File: src/rtl/cpf_pkg.sv
package cpf_pkg;
    localparam int CPF_HALF_W = 16;
    localparam int CPF_DEPTH  = 4;

    typedef enum logic [1:0] {
        M_OFF   = 2'd0,
        M_LOCK  = 2'd1,
        M_EXT   = 2'd2,
        M_SLAVE = 2'd3
    } cpf_mode_e;
endpackage

File: src/rtl/cpf_fifo.sv
module cpf_fifo #(
    parameter int W     = 16,
    parameter int DEPTH = 4,
    localparam int PW   = (DEPTH > 1) ? $clog2(DEPTH) : 1,
    localparam int CW   = $clog2(DEPTH + 1)
) (
    input  logic          clk,
    input  logic          rst_n,
    input  logic          push,
    input  logic          block,
    input  logic [W-1:0]  din,
    input  logic          pop,
    output logic [W-1:0]  head,
    output logic [CW-1:0] count,
    output logic          full,
    output logic          empty,
    output logic          ovf
);
    logic [W-1:0]  mem [DEPTH];
    logic [PW-1:0] wp, rp;
    logic          do_wr, do_rd;

    assign full  = (count == CW'(DEPTH));
    assign empty = (count == '0);
    assign do_wr = push && !full && !block;
    assign do_rd = pop && !empty;
    assign head  = empty ? '0 : mem[rp];

    function automatic logic [PW-1:0] nxt(input logic [PW-1:0] p);
        return (p == PW'(DEPTH - 1)) ? '0 : p + 1'b1;
    endfunction

    always_ff @(posedge clk or negedge rst_n) begin
        if (!rst_n) begin
            wp    <= '0;
            rp    <= '0;
            count <= '0;
            ovf   <= 1'b0;
        end else begin
            if (do_wr) wp <= nxt(wp);
            if (do_rd) rp <= nxt(rp);
            count <= count + CW'(do_wr) - CW'(do_rd);
            if (push && full) ovf <= 1'b1;
        end
    end

    always_ff @(posedge clk) begin
        if (do_wr) mem[wp] <= din;
    end

    a_r9_count_bound: assert property (@(posedge clk) disable iff (!rst_n)
        count <= CW'(DEPTH));
    a_r9_ovf_sticky: assert property (@(posedge clk) disable iff (!rst_n)
        ovf |=> ovf);
    a_r9_full_drop: assert property (@(posedge clk) disable iff (!rst_n)
        (full && !pop) |=> full);
endmodule

File: src/rtl/cpf_mode_fsm.sv
module cpf_mode_fsm
    import cpf_pkg::*;
(
    input  logic      clk,
    input  logic      rst_n,
    input  logic      enable,
    input  logic      master,
    input  logic      ext_mode,
    output cpf_mode_e st_q,
    output logic      is_lock,
    output logic      cmd_on,
    output logic      dat_on
);
    cpf_mode_e st_d;

    always_comb begin
        if (!enable)      st_d = M_OFF;
        else if (!master) st_d = M_SLAVE;
        else if (ext_mode) st_d = M_EXT;
        else              st_d = M_LOCK;
    end

    always_ff @(posedge clk or negedge rst_n) begin
        if (!rst_n) st_q <= M_OFF;
        else        st_q <= st_d;
    end

    always_comb begin
        is_lock = 1'b0;
        cmd_on  = 1'b0;
        dat_on  = 1'b0;
        unique case (st_q)
            M_OFF:   ;
            M_LOCK:  begin is_lock = 1'b1; cmd_on = 1'b1; dat_on = 1'b1; end
            M_EXT:   begin cmd_on = 1'b1; dat_on = 1'b1; end
            M_SLAVE: dat_on = 1'b1;
            default: ;
        endcase
    end

    a_r13_off_follows: assert property (@(posedge clk) disable iff (!rst_n)
        !enable |=> (st_q == M_OFF));
    a_r13_slave_follows: assert property (@(posedge clk) disable iff (!rst_n)
        (enable && !master) |=> (st_q == M_SLAVE));
endmodule

File: src/rtl/cpf_fill.sv
module cpf_fill (
    input  logic clk,
    input  logic rst_n,
    input  logic cmd_full,
    input  logic clr,
    input  logic ie,
    input  logic sel,
    output logic flag,
    output logic irq,
    output logic dma
);
    always_ff @(posedge clk or negedge rst_n) begin
        if (!rst_n)         flag <= 1'b0;
        else if (!cmd_full) flag <= 1'b1;
        else if (clr)       flag <= 1'b0;
    end

    assign irq = flag && ie && !sel;
    assign dma = flag && ie && sel;

    a_r10_fill_set: assert property (@(posedge clk) disable iff (!rst_n)
        !cmd_full |=> flag);
    a_r11_route_excl: assert property (@(posedge clk) disable iff (!rst_n)
        !(irq && dma));
    a_r11_gate: assert property (@(posedge clk) disable iff (!rst_n)
        !ie |-> (!irq && !dma));
endmodule

File: src/rtl/cmd_push_front.sv
module cmd_push_front
    import cpf_pkg::*;
#(
    parameter int HW    = CPF_HALF_W,
    parameter int DEPTH = CPF_DEPTH,
    localparam int CW   = $clog2(DEPTH + 1)
) (
    input  logic            clk,
    input  logic            rst_n,
    input  logic            enable,
    input  logic            master,
    input  logic            ext_mode,
    input  logic            wr_cmd,
    input  logic            wr_dat,
    input  logic            wr_w8,
    input  logic [2*HW-1:0] wr_data,
    output logic [2*HW-1:0] rd_data,
    output logic            cmd_pop_valid,
    input  logic            cmd_pop_ready,
    output logic [HW-1:0]   cmd_pop_data,
    output logic            dat_pop_valid,
    input  logic            dat_pop_ready,
    output logic [HW-1:0]   dat_pop_data,
    output logic [CW-1:0]   cmd_count,
    output logic [CW-1:0]   dat_count,
    output logic            cmd_full,
    output logic            dat_full,
    output logic            cmd_empty,
    output logic            dat_empty,
    output logic            cmd_ovf,
    output logic            dat_ovf,
    input  logic            fill_clr,
    input  logic            fill_ie,
    input  logic            fill_sel,
    output logic            fill_flag,
    output logic            fill_irq,
    output logic            fill_dma
);
    cpf_mode_e       st_q;
    logic            is_lock, cmd_on, dat_on;
    logic [HW-1:0]   cmd_w, dat_w;
    logic            cmd_push, dat_push, blk, both, room;
    logic            cmd_pop, dat_pop;
    logic [2*HW-1:0] last_q;

    cpf_mode_fsm u_mode (
        .clk(clk), .rst_n(rst_n), .enable(enable), .master(master),
        .ext_mode(ext_mode), .st_q(st_q), .is_lock(is_lock),
        .cmd_on(cmd_on), .dat_on(dat_on)
    );

    assign cmd_w = wr_data[2*HW-1:HW];
    assign dat_w = wr_w8 ? {{(HW-8){1'b0}}, wr_data[7:0]} : wr_data[HW-1:0];
    assign both  = wr_cmd && wr_dat;
    assign room  = !cmd_full && !dat_full;

    always_comb begin
        cmd_push      = 1'b0;
        dat_push      = 1'b0;
        blk           = 1'b0;
        cmd_pop_valid = 1'b0;
        dat_pop_valid = 1'b0;
        cmd_pop       = 1'b0;
        dat_pop       = 1'b0;
        unique case (st_q)
            M_OFF: ;
            M_LOCK: begin
                cmd_push      = both;
                dat_push      = both;
                blk           = !room;
                cmd_pop_valid = !cmd_empty && !dat_empty;
                dat_pop_valid = cmd_pop_valid;
                cmd_pop       = cmd_pop_valid && cmd_pop_ready && dat_pop_ready;
                dat_pop       = cmd_pop;
            end
            M_EXT: begin
                cmd_push      = wr_cmd;
                dat_push      = wr_dat;
                cmd_pop_valid = !cmd_empty;
                dat_pop_valid = !dat_empty;
                cmd_pop       = cmd_pop_ready;
                dat_pop       = dat_pop_ready;
            end
            M_SLAVE: begin
                dat_push      = wr_dat;
                dat_pop_valid = !dat_empty;
                dat_pop       = dat_pop_ready;
            end
            default: ;
        endcase
    end

    cpf_fifo #(.W(HW), .DEPTH(DEPTH)) u_cmdq (
        .clk(clk), .rst_n(rst_n), .push(cmd_push), .block(blk), .din(cmd_w),
        .pop(cmd_pop), .head(cmd_pop_data), .count(cmd_count),
        .full(cmd_full), .empty(cmd_empty), .ovf(cmd_ovf)
    );

    cpf_fifo #(.W(HW), .DEPTH(DEPTH)) u_datq (
        .clk(clk), .rst_n(rst_n), .push(dat_push), .block(blk), .din(dat_w),
        .pop(dat_pop), .head(dat_pop_data), .count(dat_count),
        .full(dat_full), .empty(dat_empty), .ovf(dat_ovf)
    );

    always_ff @(posedge clk or negedge rst_n) begin
        if (!rst_n) begin
            last_q <= '0;
        end else begin
            if (cmd_on && wr_cmd) last_q[2*HW-1:HW] <= cmd_w;
            if (dat_on && wr_dat) last_q[HW-1:0]    <= dat_w;
        end
    end

    assign rd_data = (st_q == M_OFF) ? last_q : {cmd_pop_data, dat_pop_data};

    cpf_fill u_fill (
        .clk(clk), .rst_n(rst_n), .cmd_full(cmd_full), .clr(fill_clr),
        .ie(fill_ie), .sel(fill_sel), .flag(fill_flag),
        .irq(fill_irq), .dma(fill_dma)
    );

    a_r7_off_frozen: assert property (@(posedge clk) disable iff (!rst_n)
        (st_q == M_OFF) |=> ($stable(cmd_count) && $stable(dat_count)));
    a_r8_slave_cmd_idle: assert property (@(posedge clk) disable iff (!rst_n)
        (st_q == M_SLAVE) |=> $stable(cmd_count));
    a_r3_lock_aligned: assert property (@(posedge clk) disable iff (!rst_n)
        (st_q == M_LOCK && cmd_count == dat_count) |=> (cmd_count == dat_count));
endmodule

File: config.mk
export PLATFORM = sky130hd
export DESIGN_NAME = cmd_push_front
export DESIGN_NICKNAME = d
export VERILOG_FILES = /design/src/rtl/cpf_pkg.sv /design/src/rtl/cpf_fifo.sv /design/src/rtl/cpf_mode_fsm.sv /design/src/rtl/cpf_fill.sv /design/src/rtl/cmd_push_front.sv
export SDC_FILE = /design/constraint.sdc
export NUM_CORES = 1
export LEC_CHECK = 0
export BUFFER_PORTS_ARGS = -buffer_cell sky130_fd_sc_hd__buf_2
export CORE_MARGIN = 2
export CORE_UTILIZATION = 44
export DETAILED_ROUTE_END_ITERATION = 16
export HOLD_SLACK_MARGIN = 0.02
export PLACE_DENSITY_LB_ADDON = 0.3
export SYNTH_ARGS = -nofsm -noshare
export SYNTH_HDL_FRONTEND = slang
export SYNTH_SLANG_ARGS = --single-unit
File: constraint.sdc
create_clock -name clk -period 2.78 [get_ports clk]
set_clock_uncertainty 0.2 [all_clocks]
set_input_delay 0.139 -clock clk [delete_from_list [all_inputs] [get_ports clk]]
set_output_delay 0.139 -clock clk [all_outputs]
set_load 0.005 [all_outputs]
# After elaboration in Yosys (flattened, before gate mapping)
# Memories as Yosys holds them, arrays and structs flattened.
# Index checks and enable logic that the tools add are counted.
[classes]
addsub = 8
eq_ne = 10
muxes = 26
reduce_logical = 31
[op_table]
columns = ["cell", "n"]
rows = [
  ["two-way mux 16 bit", 3],
  ["two-way mux 32 bit", 1],
  ["logical AND 1 bit", 18],
  ["two-way mux 2 bit", 7],
  ["equality test 2 bit, second input constant", 6],
  ["one-hot mux 1 bit (2 select lines)", 6],
  ["two-way mux 1 bit", 9],
  ["adder 2 x 1 -> 2 bit, second input constant", 4],
  ["logical NOT 1 bit", 7],
  ["adder 3 x 1 -> 3 bit", 2],
  ["equality test 3 bit, second input constant", 2],
  ["logical NOT 3 bit", 2],
  ["subtractor 3 x 1 -> 3 bit", 2],
  ["OR reduction 2 bit", 2],
  ["OR reduction 3 bit", 1],
  ["equality test 2 x 1 -> 1 bit, second input constant", 1],
  ["logical NOT 2 bit", 1],
  ["inequality test 2 bit, second input constant", 1],
]
[totals]
reg_bits = 51
ramBits = 128
inputBits = 45
output_inout_bits = 81
wordCells = 89
memories = 2
[memory_table]
columns = ["memory", "depth", "word_bits", "read_ports", "rd_ports_with_merged_regs", "write_ports", "line_no", "text"]
rows = [
  ["u_cmdq.mem", 4, 16, 1, 0, 1, "cpf_fifo.sv:19", "logic [W-1:0] mem [DEPTH];"],
  ["u_datq.mem", 4, 16, 1, 0, 1, "cpf_fifo.sv:19", ""],
]

# Depth between registers and ports, before layout
# Gate-level depths: netlist (run 1).
[depth]
word_depth = 9
depth_mapped = 13
depth_no_buf = 12

# Hierarchy
# Synthesis (run 1) repeated with hierarchy kept, for this count alone.
[hier_totals]
cells_unflattened = 432
hier_area_um2 = 8109.0
[modules_own_cells]
columns = ["mod", "instances", "cells_per_inst", "area_per_inst_um2", "seq_area_each_um2"]
rows = [
  ["cpf_fifo", 2, 140, 3016.6, 2122.0],
  ["cmd_push_front", 1, 136, 1918.1, 800.8],
  ["cpf_mode_fsm", 1, 10, 105.1, 50.0],
  ["cpf_fill", 1, 6, 52.6, 25.0],
]

# Worst setup path after synthesis (run 1)
# OpenSTA, ideal clock, no wires.
[synth_timing]
path_kind = "flip-flop to flip-flop"
startpoint = "register u_datq.count[1]"
endpoint = "register u_datq.count[2]"
setup_time_ps = 124
t_arrival_ps = 2346
t_required_ps = 2456
path_slack_ps = 111
path_stages_with_launch = 13
path_buffers = 1
synth_period_minus_slack_ps = 2669
cell_sequence = "dfrtp_1 -> or3_1 -> buf_6 -> clkinv_2 -> nor2_2 -> and3_4 -> ha_1 -> inv_1 -> ha_1 -> inv_1 -> fa_1 -> xnor2_1 -> xnor2_1"
[synth_via]
elab_cells_between_ends = 17
classes_between = "add/sub (2); eq/ne (1); mux (2); reduce/logical (12)"
[synth_lines]
columns = ["element", "line_no", "text"]
rows = [
  ["start, declared", "cpf_fifo.sv:14", "output logic [CW-1:0] count,"],
  ["start signal, assigned", "cpf_fifo.sv:42", "count <= count + CW'(do_wr) - CW'(do_rd);"],
  ["logical NOT 3 bit (*)", "cpf_fifo.sv:24", "assign empty = (count == '0);"],
  ["via dat_empty", "cmd_push_front.sv:29", "output logic dat_empty,"],
  ["logical NOT 1 bit (*)", "cpf_fifo.sv:26, cmd_push_front.sv:71", ""],
  ["logical AND 1 bit", "cmd_push_front.sv:71", "cmd_pop_valid = !cmd_empty && !dat_empty;"],
  ["logical AND 1 bit (2 in series)", "cmd_push_front.sv:73", "cmd_pop = cmd_pop_valid && cmd_pop_ready && dat_pop_ready;"],
  ["one-hot mux 1 bit (2 select lines)", "cmd_push_front.sv:65", "unique case (st_q)"],
  ["logical AND 1 bit (*)", "cpf_fifo.sv:26", "assign do_rd = pop && !empty;"],
  ["via u_datq.do_rd", "cpf_fifo.sv:21", "logic do_wr, do_rd;"],
  ["subtractor 3 x 1 -> 3 bit (*)", "cpf_fifo.sv:42", ""],
]
# The timed path passes the listed nets; every way through them passes the cells marked *.
# A chain may end at the register's enable or synchronous reset.

# Final worst setup path (run 1)
[layout_timing]
startpoint = "register u_datq.count[2]"
endpoint = "register u_datq.count[2]"
[layout_via]
elab_cells_between_ends = 17
classes_between = "add/sub (2); eq/ne (1); mux (2); reduce/logical (12)"
[layout_lines]
columns = ["element", "line_no"]
rows = [
  ["logical NOT 3 bit (*)", "cpf_fifo.sv:24"],
  ["logical NOT 1 bit (*)", "cpf_fifo.sv:26, cmd_push_front.sv:71"],
  ["logical AND 1 bit", "cmd_push_front.sv:71"],
  ["logical AND 1 bit (2 in series)", "cmd_push_front.sv:73"],
  ["one-hot mux 1 bit (2 select lines)", "cmd_push_front.sv:65"],
  ["logical AND 1 bit (*)", "cpf_fifo.sv:26"],
  ["via u_datq.do_rd", "cpf_fifo.sv:21"],
  ["subtractor 3 x 1 -> 3 bit (*)", "cpf_fifo.sv:42"],
]
# Marked as above.

==> results of run 1 <==
sequential cells by signal (all words and copies together), names as in the netlist:
name / cells
u_cmdq.mem: 64
u_datq.mem: 64
last_q: 32
u_cmdq.count: 3
u_datq.count: 3
u_cmdq.rp: 2
u_cmdq.wp: 2
u_datq.rp: 2
u_datq.wp: 2
u_mode.st_q: 2
u_cmdq.ovf: 1
u_datq.ovf: 1
u_fill.flag: 1
worst paths after layout:
| kind | startpoint | to | depth (start not counted) |
|---|---|---|---|
| min in group clk | ext_mode | u_mode.st_q[0] | 3 |
| max | u_datq.count[2] | u_datq.count[2] | 11 |
| max reg2reg | u_datq.count[2] | u_datq.count[2] | 11 |
| min | rst_n | last_q[25] | 3 |
| max in group asynchronous | rst_n | u_datq.rp[0] | 3 |
| min reg2reg | u_cmdq.ovf | u_cmdq.ovf | 1 |
placed cells by master (no fill, tap or decap), types with 4 or more instances in the layout:
master and count:
dlygate4sd3_1 44, buf_2 125, ha_1 16, a21oi_1 4, mux2_2 35, nand2_1 6
dfrtp_1 51, nor2b_1 8, nor2_1 8, inv_6 4, clkinv_4 5, a22o_1 32
and3_1 9, edfxtp_1 128, buf_4 24, inv_1 16, mux4_2 32, and2_1 34
clkbuf_16 17
metrics by stage:
step	power [mW]	TNS (ps)	utilization	hold WS, ps
after global routing	9.23	-0.219	0.563	266
after detailed placement	6.36	0	0.501	153
final	8.74	0	0.563	223
after CTS	8.80	0	0.562	235
after global placement	6.28	0	0.501	138
after floorplan	5.19	0	-	-357
power by group through the flow:
stage               clock network [mW]  registers [mW]  logic [mW]
floorplan                            0            3.38        1.81
global placement                     0            3.50        2.78
detailed placement                   0            3.52        2.84
CTS                               2.43            3.47        2.90
global route                      2.55            3.51        3.17
finish                            2.39            3.47        2.88
tightest hold or removal path: stages:
cell and delay (ps):
dlygate4sd3_1 530, buf_2 100, buf_4 610
kinds of logic (layout without fill, tap and decap cells):
group,Yosys count,after routing,share of synthesized area
buffers and inverters,40,243,0.0250
AO/OA/AOI/OAI,45,45,0.0482
multiplexers,72,72,0.155
AND/OR/NAND/NOR,74,74,0.0591
XOR/XNOR,4,4,0.00461
flip-flops,179,179,0.673
adder cells (fa/ha/maj),20,20,0.0349
repair_timing:
item | CTS | global route
endpoints found under the hold margin | 210 | 0
hold buffers | 44 | 0
gates resized for setup | 0 | 5
setup endpoints to repair | 0 | 1
area by class of cell:
class | count | area [um2] | share of cell area
sequential | 179 | 5120 | 0.531
multi-input combinational | 215 | 2320 | 0.241
timing repair buffer | 193 | 1250 | 0.129
clock buffer | 17 | 425 | 0.0441
tap | 225 | 282 | 0.0292
clock inverter | 15 | 173 | 0.0179
inverter | 18 | 73.8 | 0.00766
per-layer routing:
layer / global-route usage / vias to the layer above / part of all wire
met5: 0 / - / 0
met2: 0.319 / 110 / 0.50
met1: 0.248 / 2294 / 0.44
li1: - / 2044 / -
met4: 0.0584 / 0 / 0.012
met3: 0.0531 / 14 / 0.051
==> results.cfg, run 1 <==
[power]
switching_share = 0.303
intPower_mw = 6.09
ir_drop_mv = 0.495
p_clk_frac = 0.274
switchingPower_mw = 2.65
combinationalPowerShare = 0.330
pwr-share-seq = 0.397
p_leak_nw = 3.89
power_density_mw_per_mm2 = 907

[sta]
slew_headroom = 0.416
worstMarginPinSlew_ps = 876
drv_slew = 0
setup_viol = 0
min_period_over_period = 0.954
hold_violations = 0
timing.fmax_mhz = 377
finalCriticalPeriod_ps = 2650
setup_ws_ps = 127

[logic_synthesis]
yosysTopAreaCell = edfxtp_1
synth_area_per_cell_um2 = 17.5
yosysUniqueCellTypes = 35
yosysMostFrequentCell = edfxtp_1
synth.top_cells.by_count = edfxtp_1, dfrtp_1, mux2_2
yosysSeqAreaShare = 0.673
syn-cell-area_mm2 = 0.00760
synth_top_area_share = 0.505
yosys-top-cells-area = edfxtp_1, dfrtp_1, mux4_2
yosys_warnings = 0
syn-instance-count = 434
synthArstFlopShare = 0.285
synth_nets = 499
synth-edff-count = 128
ys_seq_elements = 179
synth_flop_cell = edfxtp_1

[placement]
dpl.cell_count = 786
dp_slack_ps = 53.8
portBuffers = 125
hpwl_mm = 10.6
gp_routability_congestion = 0.809
dpl_cell_area_mm2 = 0.00858

[route]
wirelength_mm = 16.7
detail_route.wl_per_cell_um = 19.4
drtIter0Drc = 252
post-route-drc-count = 0
first_pass_iters = 4
vias = 4462
ant_nets = 0
via_per_inst = 5.18

[final_layout]
fin_area_mm2 = 0.00964
drive_above_1_share = 0.414
syn2layout_area_growth_pct = 26.8
stdcell_count = 862
diodes = 0
fillCellCount = 1359
nNetsFinal = 689

[floorplanning]
rows = 48
die_h_um = 135
start_util = 0.444
core_mm2 = 0.0171
die_w_um = 135
io_pins = 126
dieArea_mm2 = 0.0184

[setup_path]
arrival_ps = 2760
crit_chain = or3_4 > clkinv_2 > nor2_2 > and3_4 > ha_1 > inv_1 > ha_1 > inv_1 > fa_1 > xnor2_2 > xnor2_1
rrSetupSlack_ps = 130
cp_num_buf_inv = 3
end_kind = register
crit_required_ps = 2890
slowest_delay_ps = 430
crit_slowest_cell = or3_4
start_kind = register
crit_family = adder cells
critPathKind = reg -> reg
cp_max_fo = 4

[global_route]
grt_overflow = 0
gr-usage-all-layers = 0.192
grt_pass1_vias = 4675
grt_pass1_wl_mm = 25.9
antenna_found_initial = 0
grt_max_degree = 52

[outcome]
status = finished clean

[clock_network]
root_buffer = clkbuf_16
clkTransAtPathRegs_ps = 70
insertion_delay_ps = 430
htree_levels = 4
clkSinkCount = 179
tritoncts = done
clk_path_buf_depth = 2
postCtsSetupBuffers = 0
numCtsBuffers = 17

[flow_run]
cap_violations = 0

[worst_hold_path]
hp-class = in -> async
No activity file was read; power rests on OpenSTA's default activity.
==> run 2: changes to the inputs <==
RECOVER_POWER = 100   (was unset)
==> results.cfg, run 2 (synthesis results as in run 1) <==
[outcome]
status = finished, violations left
violations = capacitance limit, slew limit

[clock_network]
root_buffer = clkbuf_16
tritoncts = done
htree_levels = 4
clkSinkCount = 179
insertion_delay_ps = 430
postCtsSetupBuffers = 0
clk_path_buf_depth = 2
clkTransAtPathRegs_ps = 70
numCtsBuffers = 17

[worst_hold_path]
hp-class = in -> reg

[final_layout]
layout_common_cells = edfxtp_1, buf_2, clkbuf_1
fillCellCount = 1381
reg.largest.list = u_cmdq.mem: 64 flops, u_datq.mem: 64 flops, last_q: 32 flops
drive_above_1_share = 0.320
stdcell_count = 862
nNetsFinal = 689
diodes = 0
layout_commonest_cell = edfxtp_1
syn2layout_area_growth_pct = 25.2

[sta]
timing.fmax_mhz = 377
worstMarginPinSlew_ps = 1520
finalCriticalPeriod_ps = 2650
fin_hold_ws_ps = 250
rsz0062_at_grt = no
setup_tns_ps = 0
slew_headroom = -0.0104
drv_slew = 52
setup_ws_ps = 126
hold_violations = 0
setup_viol = 0
min_period_over_period = 0.955

[route]
detail_route.wl_per_cell_um = 19.3
wirelength_mm = 16.6
first_pass_iters = 6
vias = 4469
post-route-drc-count = 0
drtIter0Drc = 264
ant_nets = 0
via_per_inst = 5.18

[power]
power_density_mw_per_mm2 = 907
p_leak_nw = 3.70
ir_drop_mv = 0.496

[setup_path]
start_kind = register
cp.depth = 11
cp_max_fo = 4
reg2reg_from = u_datq.count[2]
crit_slowest_cell = or3_4
critPathKind = reg -> reg
crit_family = adder cells
arrival_ps = 2760
cp_num_buf_inv = 3
crit_chain = or3_4 > clkinv_2 > nor2_1 > and3_4 > ha_1 > inv_1 > ha_1 > inv_1 > fa_1 > xnor2_2 > xnor2_1
end_kind = register
rrSetupSlack_ps = 130
crit_end = u_datq.count[2]
cp-startpoint = u_datq.count[2]
crit_required_ps = 2890
r2r-end = u_datq.count[2]
r2r_cells = 11
slowest_delay_ps = 430

[floorplanning]
dieArea_mm2 = 0.0184
die_h_um = 135
start_util = 0.444
die_w_um = 135
io_pins = 126
core_mm2 = 0.0171
rows = 48

[global_route]
grt_pass1_vias = 4675
gr-usage-all-layers = 0.192
grt_pass1_wl_mm = 25.9
grt_overflow = 0
antenna_found_initial = 0
grt_max_degree = 52

[placement]
gp_routability_congestion = 0.809
dpl.cell_count = 786
portBuffers = 125
hpwl_mm = 10.6
dp_slack_ps = 53.8

[flow_run]
cap_violations = 1
==> run 2: cell types whose count changed in the layout (fill, tap and decap cells not counted), moves of 2 or more <==
| cell | delta |
|---|---|
| mux2_1 | +2 |
| clkbuf_1 | +54 |
| and2_0 | +13 |
| buf_1 | +2 |
| clkbuf_2 | +13 |
| mux2_4 | -2 |
| buf_4 | -15 |
| buf_2 | -55 |
| and2_1 | -13 |
==> run 2: per-layer routing <==
metal | vias to the layer above | GRT usage | part of all wire
met2 | 123 | 0.319 | 0.49
li1 | 2046 | - | -
met1 | 2286 | 0.248 | 0.44
met3 | 14 | 0.0531 | 0.053
met4 | 0 | 0.0584 | 0.013
met5 | - | 0 | 0
==> run 2: worst min-delay path by stage <==
stage / from / to / slack (ps) / cells after the start
detailed placement: master / u_mode.st_q[0] / 150 / 2
global placement: rst_n / last_q[25] / 140 / 2
global route: ext_mode / u_mode.st_q[0] / 270 / 3
finish: ext_mode / u_mode.st_q[0] / 250 / 3
CTS: ext_mode / u_mode.st_q[0] / 240 / 3
floorplan: rst_n / last_q[0] / -360 / 0
==> run 2: tightest hold or removal path, stage by stage <==
cell	delay (ps)
buf_2	90
a21boi_0	70
dlygate4sd3_1	540
==> run 2: power by group <==
group          switching (mW)  internal (mW)  leakage [nW]
clock                    1.04           1.35         0.289
combinational            1.31           1.47          1.65
sequential              0.290           3.18          1.77
total                    2.64           5.99          3.70
==> run 2: timing repair <==
| action | in CTS | in global routing |
|---|---|---|
| setup endpoints to repair | 0 | 1 |
| hold buffers | 44 | 0 |
| endpoints found under the hold margin | 210 | 0 |
| gates resized for setup | 0 | 5 |
==> run 2: per-stage QoR <==
| step | instance area [um2] | power [mW] | util |
|---|---|---|---|
| after floorplan | 7600 | 5.19 | - |
| after detailed placement | 8580 | 6.36 | 0.501 |
| after CTS | 9620 | 8.80 | 0.562 |
| final | 9520 | 8.64 | 0.556 |
| after global routing | 9520 | 9.13 | 0.556 |
| after global placement | 8580 | 6.28 | 0.501 |
==> run 2: area by class of cell <==
cell class | instances | area (um2) | area share
Tap cell | 225 | 282 | 0.0296
Multi-Input combinational cell | 215 | 2310 | 0.242
Timing Repair Buffer | 193 | 1140 | 0.120
Sequential cell | 179 | 5120 | 0.538
Clock buffer | 17 | 425 | 0.0447
Clock inverter | 15 | 173 | 0.0181
Inverter | 18 | 73.8 | 0.00775
